`src/rtl/nk_pkg.sv`:
```
package nk_pkg;
  typedef enum logic [1:0] {
    NK_ERR_NONE   = 2'd0,
    NK_ERR_FORMAT = 2'd1,
    NK_ERR_RANGE  = 2'd2
  } nk_err_e;
endpackage

```
`src/rtl/nk_encode.sv`:
```
module nk_encode #(
  parameter int DW = 8
) (
  input  logic [DW-1:0] plain,
  output logic [DW-1:0] first_o,
  output logic [DW-1:0] second_o
);
  localparam int NW = DW / 2;

  // each half travels with its own complement above it
  assign first_o  = {~plain[DW-1:NW], plain[DW-1:NW]};
  assign second_o = {~plain[NW-1:0],  plain[NW-1:0]};
endmodule

```
`src/rtl/nk_pair_check.sv`:
```
module nk_pair_check #(
  parameter int DW = 8
) (
  input  logic [DW-1:0]   stored,
  output logic [DW/2-1:0] nib,
  output logic            ok
);
  localparam int NW = DW / 2;

  assign nib = stored[NW-1:0];
  assign ok  = (stored[DW-1:NW] == ~stored[NW-1:0]);
endmodule

```
`src/rtl/nk_range_check.sv`:
```
module nk_range_check #(
  parameter int AW      = 9,
  parameter int AREA_LO = 128,
  parameter int AREA_HI = 511,
  parameter int SPAN    = 12
) (
  input  logic [AW-1:0] start,
  output logic          in_range
);
  localparam logic [AW-1:0] LO_A   = AW'(AREA_LO);
  localparam logic [AW-1:0] LAST_A = AW'(AREA_HI - SPAN + 1);

  assign in_range = (start >= LO_A) && (start <= LAST_A);
endmodule

```
`src/rtl/nk_key_loader.sv`:
```
module nk_key_loader #(
  parameter int AW        = 9,
  parameter int DW        = 8,
  parameter int KEY_BYTES = 6,
  parameter int AREA_LO   = 128,
  parameter int AREA_HI   = 511
) (
  input  logic                  clk,
  input  logic                  rst,
  input  logic                  load,
  input  logic [AW-1:0]         start_addr,
  output logic                  mem_rd_en,
  output logic [AW-1:0]         mem_addr,
  input  logic [DW-1:0]         mem_rdata,
  output logic                  busy,
  output logic                  done,
  output logic                  key_valid,
  output logic [1:0]            err_code,
  output logic [KEY_BYTES*DW-1:0] key,
  input  logic [DW-1:0]         enc_plain,
  output logic [DW-1:0]         enc_first,
  output logic [DW-1:0]         enc_second
);
  import nk_pkg::*;

  localparam int NW     = DW / 2;
  localparam int STORED = 2 * KEY_BYTES;
  localparam int KW     = KEY_BYTES * DW;
  localparam int CW     = $clog2(STORED + 1);
  localparam logic [AW-1:0] LO_A = AW'(AREA_LO);
  localparam logic [AW-1:0] HI_A = AW'(AREA_HI);

  logic          in_range;
  logic          byte_ok;
  logic [NW-1:0] nib;
  logic [CW-1:0] issue_cnt;
  logic [CW-1:0] rcv_cnt;
  logic [CW-1:0] nib_sel;
  logic          data_vld;
  logic          fmt_bad;
  logic [KW-1:0] stage;
  logic [KW-1:0] stage_nxt;
  logic          last_rcv;

  nk_encode #(.DW(DW)) enc_u (
    .plain(enc_plain), .first_o(enc_first), .second_o(enc_second)
  );

  nk_pair_check #(.DW(DW)) chk_u (
    .stored(mem_rdata), .nib(nib), .ok(byte_ok)
  );

  nk_range_check #(.AW(AW), .AREA_LO(AREA_LO), .AREA_HI(AREA_HI), .SPAN(STORED)) rng_u (
    .start(start_addr), .in_range(in_range)
  );

  // even stored index -> upper nibble slot, odd -> lower nibble slot
  assign nib_sel  = {rcv_cnt[CW-1:1], ~rcv_cnt[0]};
  assign last_rcv = data_vld && (rcv_cnt == CW'(STORED - 1));

  always_comb begin
    stage_nxt = stage;
    for (int i = 0; i < STORED; i++) begin
      if (CW'(i) == nib_sel) stage_nxt[i*NW +: NW] = nib;
    end
  end

  always_ff @(posedge clk) begin
    if (rst) begin
      busy      <= 1'b0;
      done      <= 1'b0;
      key_valid <= 1'b0;
      err_code  <= NK_ERR_NONE;
      key       <= '0;
      mem_rd_en <= 1'b0;
      mem_addr  <= '0;
      issue_cnt <= '0;
      rcv_cnt   <= '0;
      data_vld  <= 1'b0;
      fmt_bad   <= 1'b0;
      stage     <= '0;
    end else begin
      done     <= 1'b0;
      data_vld <= mem_rd_en;
      if (!busy) begin
        if (load) begin
          if (in_range) begin
            busy      <= 1'b1;
            mem_rd_en <= 1'b1;
            mem_addr  <= start_addr;
            issue_cnt <= CW'(1);
            rcv_cnt   <= '0;
            fmt_bad   <= 1'b0;
          end else begin
            done      <= 1'b1;
            err_code  <= NK_ERR_RANGE;
            key_valid <= 1'b0;
          end
        end
      end else begin
        if (mem_rd_en) begin
          if (issue_cnt == CW'(STORED)) begin
            mem_rd_en <= 1'b0;
          end else begin
            mem_addr  <= mem_addr + 1'b1;
            issue_cnt <= issue_cnt + 1'b1;
          end
        end
        if (data_vld) begin
          stage   <= stage_nxt;
          rcv_cnt <= rcv_cnt + 1'b1;
          if (!byte_ok) fmt_bad <= 1'b1;
          if (last_rcv) begin
            busy <= 1'b0;
            done <= 1'b1;
            if (fmt_bad || !byte_ok) begin
              err_code  <= NK_ERR_FORMAT;
              key_valid <= 1'b0;
            end else begin
              err_code  <= NK_ERR_NONE;
              key_valid <= 1'b1;
              key       <= stage_nxt;
            end
          end
        end
      end
    end
  end

  AST_DONE_ONE_CYCLE: assert property (@(posedge clk) disable iff (rst) done |=> !done);
  AST_DONE_NOT_BUSY: assert property (@(posedge clk) disable iff (rst) done |-> !busy);
  AST_NO_IDLE_READ: assert property (@(posedge clk) disable iff (rst) !busy |-> !mem_rd_en);
  AST_ADDR_STEP: assert property (@(posedge clk) disable iff (rst)
    (mem_rd_en && $past(mem_rd_en)) |-> (mem_addr == $past(mem_addr) + 1'b1));
  AST_ADDR_IN_AREA: assert property (@(posedge clk) disable iff (rst)
    mem_rd_en |-> (mem_addr >= LO_A && mem_addr <= HI_A));
  AST_KEY_HOLD_ON_FAIL: assert property (@(posedge clk) disable iff (rst)
    (done && err_code != NK_ERR_NONE) |-> $stable(key));
  AST_VALID_ON_DONE: assert property (@(posedge clk) disable iff (rst)
    done |-> (key_valid == (err_code == NK_ERR_NONE)));
endmodule

```
`config.mk`:
```
export PLATFORM = sky130hd
export DESIGN_NAME = nk_key_loader
export DESIGN_NICKNAME = d
export VERILOG_FILES = /design/src/rtl/nk_pkg.sv /design/src/rtl/nk_encode.sv /design/src/rtl/nk_pair_check.sv /design/src/rtl/nk_range_check.sv /design/src/rtl/nk_key_loader.sv
export SDC_FILE = /design/constraint.sdc
export NUM_CORES = 1
export LEC_CHECK = 0
export BUFFER_PORTS_ARGS = -buffer_cell sky130_fd_sc_hd__buf_2
export CAP_MARGIN = 10
export CORE_MARGIN = 2
export CORE_UTILIZATION = 55
export DETAILED_ROUTE_END_ITERATION = 16
export PLACE_DENSITY_LB_ADDON = 0.25
export SLEW_MARGIN = 25
export SYNTH_ARGS = -nofsm -noshare
export SYNTH_HDL_FRONTEND = slang
export SYNTH_SLANG_ARGS = --single-unit
```
`constraint.sdc`:
```
create_clock -name clk -period 5.17 [get_ports clk]
set_input_delay 0.2585 -clock clk [delete_from_list [all_inputs] [get_ports clk]]
set_output_delay 0.2585 -clock clk [all_outputs]
set_load 0.05 [all_outputs]
```
* After elaboration in Yosys (flattened, before gate mapping)
Cells that the tools add are included.
Operators by class: $lt $le $gt $ge 2, reductions and logical operators 14, add/sub/neg operators 3, equality and inequality tests 20, multiplexer cells 58, bitwise gates (word level) 5
Operator list (count):
- 2-to-1 mux 4 bit | 21
- 2-to-1 mux 9 bit | 5
- 2-to-1 mux 1 bit | 27
- equality test 3 x 4 -> 1 bit (first input constant) | 4
- equality test 4 bit (first input constant) | 4
- AND reduction 4 bit | 4
- inverter 4 bit | 3
- 2-to-1 mux 2 bit | 5
- adder 9 x 1 -> 9 bit (second input constant) | 1
- >= comparator 9 x 8 -> 1 bit (second input constant) | 1
- <= comparator 9 bit (second input constant) | 1
- adder 4 x 1 -> 4 bit (second input constant) | 2
- equality test 2 x 4 -> 1 bit (first input constant) | 2
- equality test 4 bit (second input constant) | 2
- inequality test 2 bit (second input constant) | 4
- equality test 1 x 4 -> 1 bit (first input constant) | 1
- equality test 4 bit | 1
- zero test 4 bit | 1
- inequality test 2 x 1 -> 1 bit (second input constant) | 2
- AND reduction 2 bit | 2
- nonzero test 2 bit | 2
- AND reduction 3 bit | 1
- logical AND 1 bit | 2
- inverter 1 bit | 2
- other kinds (2) | 2
Word-level totals: logic and storage cells 114, register bits after elaboration 121

* Logic depth before layout (Yosys ltp)
depth after elaboration 8, depth in mapped cells 8, mapped depth without buffers 7

* By module
A second synthesis with hierarchy kept.
Second synthesis, totals: cells, all modules 620, area, all modules 5320.1 um2
Modules (own cells, without submodules):
- nk_key_loader | cells each 590, area an instance 5128.7 um2, instances 1
- nk_encode | cells each 16, area an instance 90.1 um2, instances 1
- nk_pair_check | cells each 9, area an instance 71.3 um2, instances 1
- nk_range_check | cells each 5, area an instance 30.0 um2, instances 1

* Least setup slack after synthesis
OpenSTA, ideal clock, no wires.
kind register -> register, start point reg busy, end point reg key[16], setup slack 3.149 ns, cell stages (with the launch flop) 9, required time 5.082 ns, setup time 0.088 ns, clock period less this slack 2.021 ns, arrival 1.933 ns, path buffers 3, cells stage by stage dfxtp_1 and2_1 buf_2 nand3_4 and4b_1 buf_6 buf_6 nor2_1 a311oi_2
Between the ends: cells in the longest elaborated chain, start to end 1
Ends and longest elaborated chain:
- start, declared | RTL line nk_key_loader.sv:15 | output logic busy,
- start signal, assigned | RTL line nk_key_loader.sv:70 | busy <= 1'b0;
- start signal, assigned | RTL line nk_key_loader.sv:88 | busy <= 1'b1;
- start signal, assigned | RTL line nk_key_loader.sv:114 | busy <= 1'b0;
- AND reduction 4 bit (no source line)
- end signal, assigned | RTL line nk_key_loader.sv:122 | key <= stage_nxt;
- end, declared | RTL line nk_key_loader.sv:19 | output logic [KEY_BYTES*DW-1:0] key,
Every way passes these cells. A chain may end at the register's enable or synchronous reset.

* Worst setup path after layout
start point reg busy, end point reg key[32]
The elaborated chain is that of the path after synthesis.

==> results.json <==
{
  "drive_above_1_share_pct": 21.6,
  "antenna_found_initial": 0,
  "synth.most_common_cell": "dfxtp_1",
  "fin_skew_ns": 0.00943,
  "placementRows": 35,
  "h-tree-depth": 4,
  "grtUsageMet1_pct": 33.4,
  "netSwitchingFraction_pct": 24.9,
  "synthesis.nets": 686,
  "avgSynthCellArea_um2": 8.13,
  "cp.required_ns": 5.57,
  "top_usage_layer": "met2",
  "drv_cap": 0,
  "ant_nets": 0,
  "pin_count": 107,
  "pre_cts_ws_ns": 1.98,
  "grt_pass1_vias": 4346,
  "path_cells": "and2_1 > nand3_4 > and4b_4 > buf_16 > nor2_1 > a311oi_1",
  "numPortBuffers": 106,
  "synth_ff_type": "dfxtp_1",
  "post_cts_resized": 0,
  "clockRootBuffer": "clkbuf_8",
  "syn_to_final_growth_pct": 18.3,
  "power_frac_comb_pct": 7.5,
  "status": "finished clean",
  "final-hold-violation-count": 0,
  "hp-class": "primary input to flop",
  "ir_worst_vdd_mv": 0.186,
  "pwr-share-seq_pct": 42.5,
  "r2r_slack_ns": 1.88,
  "gp_congestion": 0.791,
  "slew_violations": 0,
  "initial_core_util_pct": 57.0,
  "regToRegStartpoint": "busy$_SDFF_PP0_",
  "postCtsHoldBufs": 0,
  "viasPerCell": 5.61,
  "drcViolationCount": 0,
  "path_buf_inv": 1,
  "holdPathStages": 3,
  "tightest_slew_ns": 0.888,
  "synth_area_leaders": "dfxtp_1 (44%), nand2_1 (6.9%), a21oi_1 (6.1%), nor2_1 (5.2%), nand3_1 (5.1%)",
  "clockBufferDepth": 2,
  "dieHeight_um": 102,
  "core_area_mm2": 0.00928,
  "grt_max_degree": 68,
  "synth_cell_types": 41,
  "fp.dieW_um": 102,
  "final_cells": 855,
  "cts-buffers-inserted": 17,
  "power.total_w": 0.00218,
  "die_area_mm2": 0.0104,
  "end_kind": "flop",
  "fin_ws_ns": 1.88,
  "yosys-top-cells-count": "dfxtp_1 (117), nand2_1 (98), nor2_1 (73)",
  "ys_warn_count": 0,
  "cpMaxStageDelayCell": "and2_1",
  "fin_crit_ns": 3.29,
  "p_leak_nw": 2.30,
  "nNetsFinal": 749,
  "synth_top_area_share_pct": 44.2,
  "drtPass1Iterations": 5,
  "track_usage_pct": 24.7,
  "gr-total-overflow": 0,
  "synth-edff-count": 0,
  "switching_power_w": 0.000542,
  "place_inst": 824,
  "synth_top_area_cell": "dfxtp_1",
  "worstHoldStart": "load",
  "setup_viol": 0,
  "clkPwrFrac_pct": 50.0,
  "cellPowerDensity_mw_per_mm2": 348,
  "setup-tns-final_ns": 0,
  "antenna_cells": 0,
  "slew_headroom_pct": 40.8,
  "cts.sinks": 117,
  "syn-instance-count": 651,
  "rsz0062_at_grt": "false",
  "utilization_pct": 67.4,
  "cts_setup_buffers": 0,
  "crit_fanout": 62,
  "critical_path_class": "flop to flop",
  "critPathTopFamily": "simple AND/OR/NAND/NOR gates",
  "reg2reg_depth": 6,
  "async_flop_share_pct": 0,
  "grt_util_met3_pct": 5.88,
  "place_hpwl_um": 7990,
  "r2r_end": "key[32]$_SDFFE_PP0P_",
  "ys_seq_elements": 117,
  "startpoint_type": "flop",
  "clkTransAtPathRegs_ns": 0.06,
  "ys_seq_area_share_pct": 44.2,
  "critical_path_arrival_ns": 3.68,
  "wire_per_inst_um": 14.8,
  "drt-total-wl_um": 12700,
  "worstSkewPairLatency_ns": 0.51,
  "p_int_w": 0.00164,
  "post-route-period-util_pct": 63.6,
  "max_stage_delay_ns": 0.82,
  "synth.cell_area_mm2": 0.00529,
  "cts_tree": "yes",
  "drt_iter0_drc": 202,
  "vias": 4799,
  "hold_end": "busy$_SDFF_PP0_",
  "grt_pass1_wl_um": 20300,
  "use_met2_pct": 39.0,
  "fmax_mhz": 304
}
routing by layer:
metal / share of wire [%] / up-vias
met4: 0.96 / 0
met2: 47 / 147
met1: 46 / 2244
li1: - / 2396
met5: 0 / -
met3: 6.0 / 12
registers in the layout, summed over array words and instances (netlist names):
name / cells
issue_cnt: 4
done: 1
key: 48
key_valid: 1
fmt_bad: 1
err_code: 2
data_vld: 1
busy: 1
mem_addr: 9
mem_rd_en: 1
rcv_cnt: 4
stage: 44
layout by cell type, fill, tap and decap left out, drive strengths merged:
cell        n
a311oi     28
clkinvlp    2
o31ai       1
o32ai       1
xnor2       2
nand4b      1
nand3b      1
xor2        1
or3         2
o2111ai     1
nor3        4
and4b       1
or4         1
a211oi     22
dfxtp     117
bufinv      2
nand3      55
ha          7
clkinv      7
a21o        1
o21ai      37
a32oi       1
nor2       73
buf       110
o2111a      2
a31oi       4
o2bb2ai     2
o21a        1
clkbuf     20
and3        4
and2        6
inv        16
mux2i      21
nor4        2
nand2      98
nand4       2
nor2b       5
a21oi      65
through the flow:
| step | instance area (µm²) | hold slack, ns |
|---|---|---|
| CTS | 6260 | 0.0462 |
| global route | 6260 | 0.0820 |
| floorplan | 5290 | 0.436 |
| global placement | 5690 | 0.443 |
| detailed placement | 5710 | 0.449 |
| finish | 6260 | 0.0584 |
power groups by stage:
stage,Combinational (W),Sequential [W],Clock [W]
final,0.000163,0.000927,0.00109
after global routing,0.000174,0.000928,0.00114
after CTS,0.000162,0.000926,0.00110
after detailed placement,0.000162,0.000945,0
after global placement,0.000159,0.000944,0
after floorplan,0.0000976,0.000969,0
worst reg2reg max path: stages (launching register included):
cell,delay (ns)
dfxtp_1,0.79
and2_1,0.82
nand3_4,0.18
and4b_4,0.70
buf_16,0.31
nor2_1,0.09
a311oi_1,0.29
worst max-delay path by stage:
stage	start	end	slack (ns)	cells after the start
after global routing	busy$_SDFF_PP0_	key[32]$_SDFFE_PP0P_	1.54	6
after floorplan	busy$_SDFF_PP0_	key[16]$_SDFFE_PP0P_	3.15	8
final	busy$_SDFF_PP0_	key[32]$_SDFFE_PP0P_	1.88	6
after CTS	busy$_SDFF_PP0_	key[32]$_SDFFE_PP0P_	1.93	6
after global placement	busy$_SDFF_PP0_	key[25]$_SDFFE_PP0P_	1.90	5
after detailed placement	busy$_SDFF_PP0_	key[24]$_SDFFE_PP0P_	1.98	6
cell families (layout without fill, tap and decap cells):
family / Yosys count / count (layout) / synth area share (%)
AOI/OAI and AO/OA: 166 / 166 / 21.2
xor gates and xnor gates: 3 / 3 / 0.496
adders and majority gates: 7 / 7 / 1.65
buffers and inverters: 82 / 157 / 7.35
DFF: 117 / 117 / 44.2
muxes: 21 / 21 / 3.97
and+or+nand+nor: 255 / 255 / 21.1
final cells by class:
type	instances	area, µm²
clock buffer	20	435
clock inverter	11	110
fill	791	3020
inverter	16	60.1
multi-input combinational	452	2570
sequential	117	2340
tap	129	161
timing repair buffer	110	583
Power figures use the tool's default switching activity.
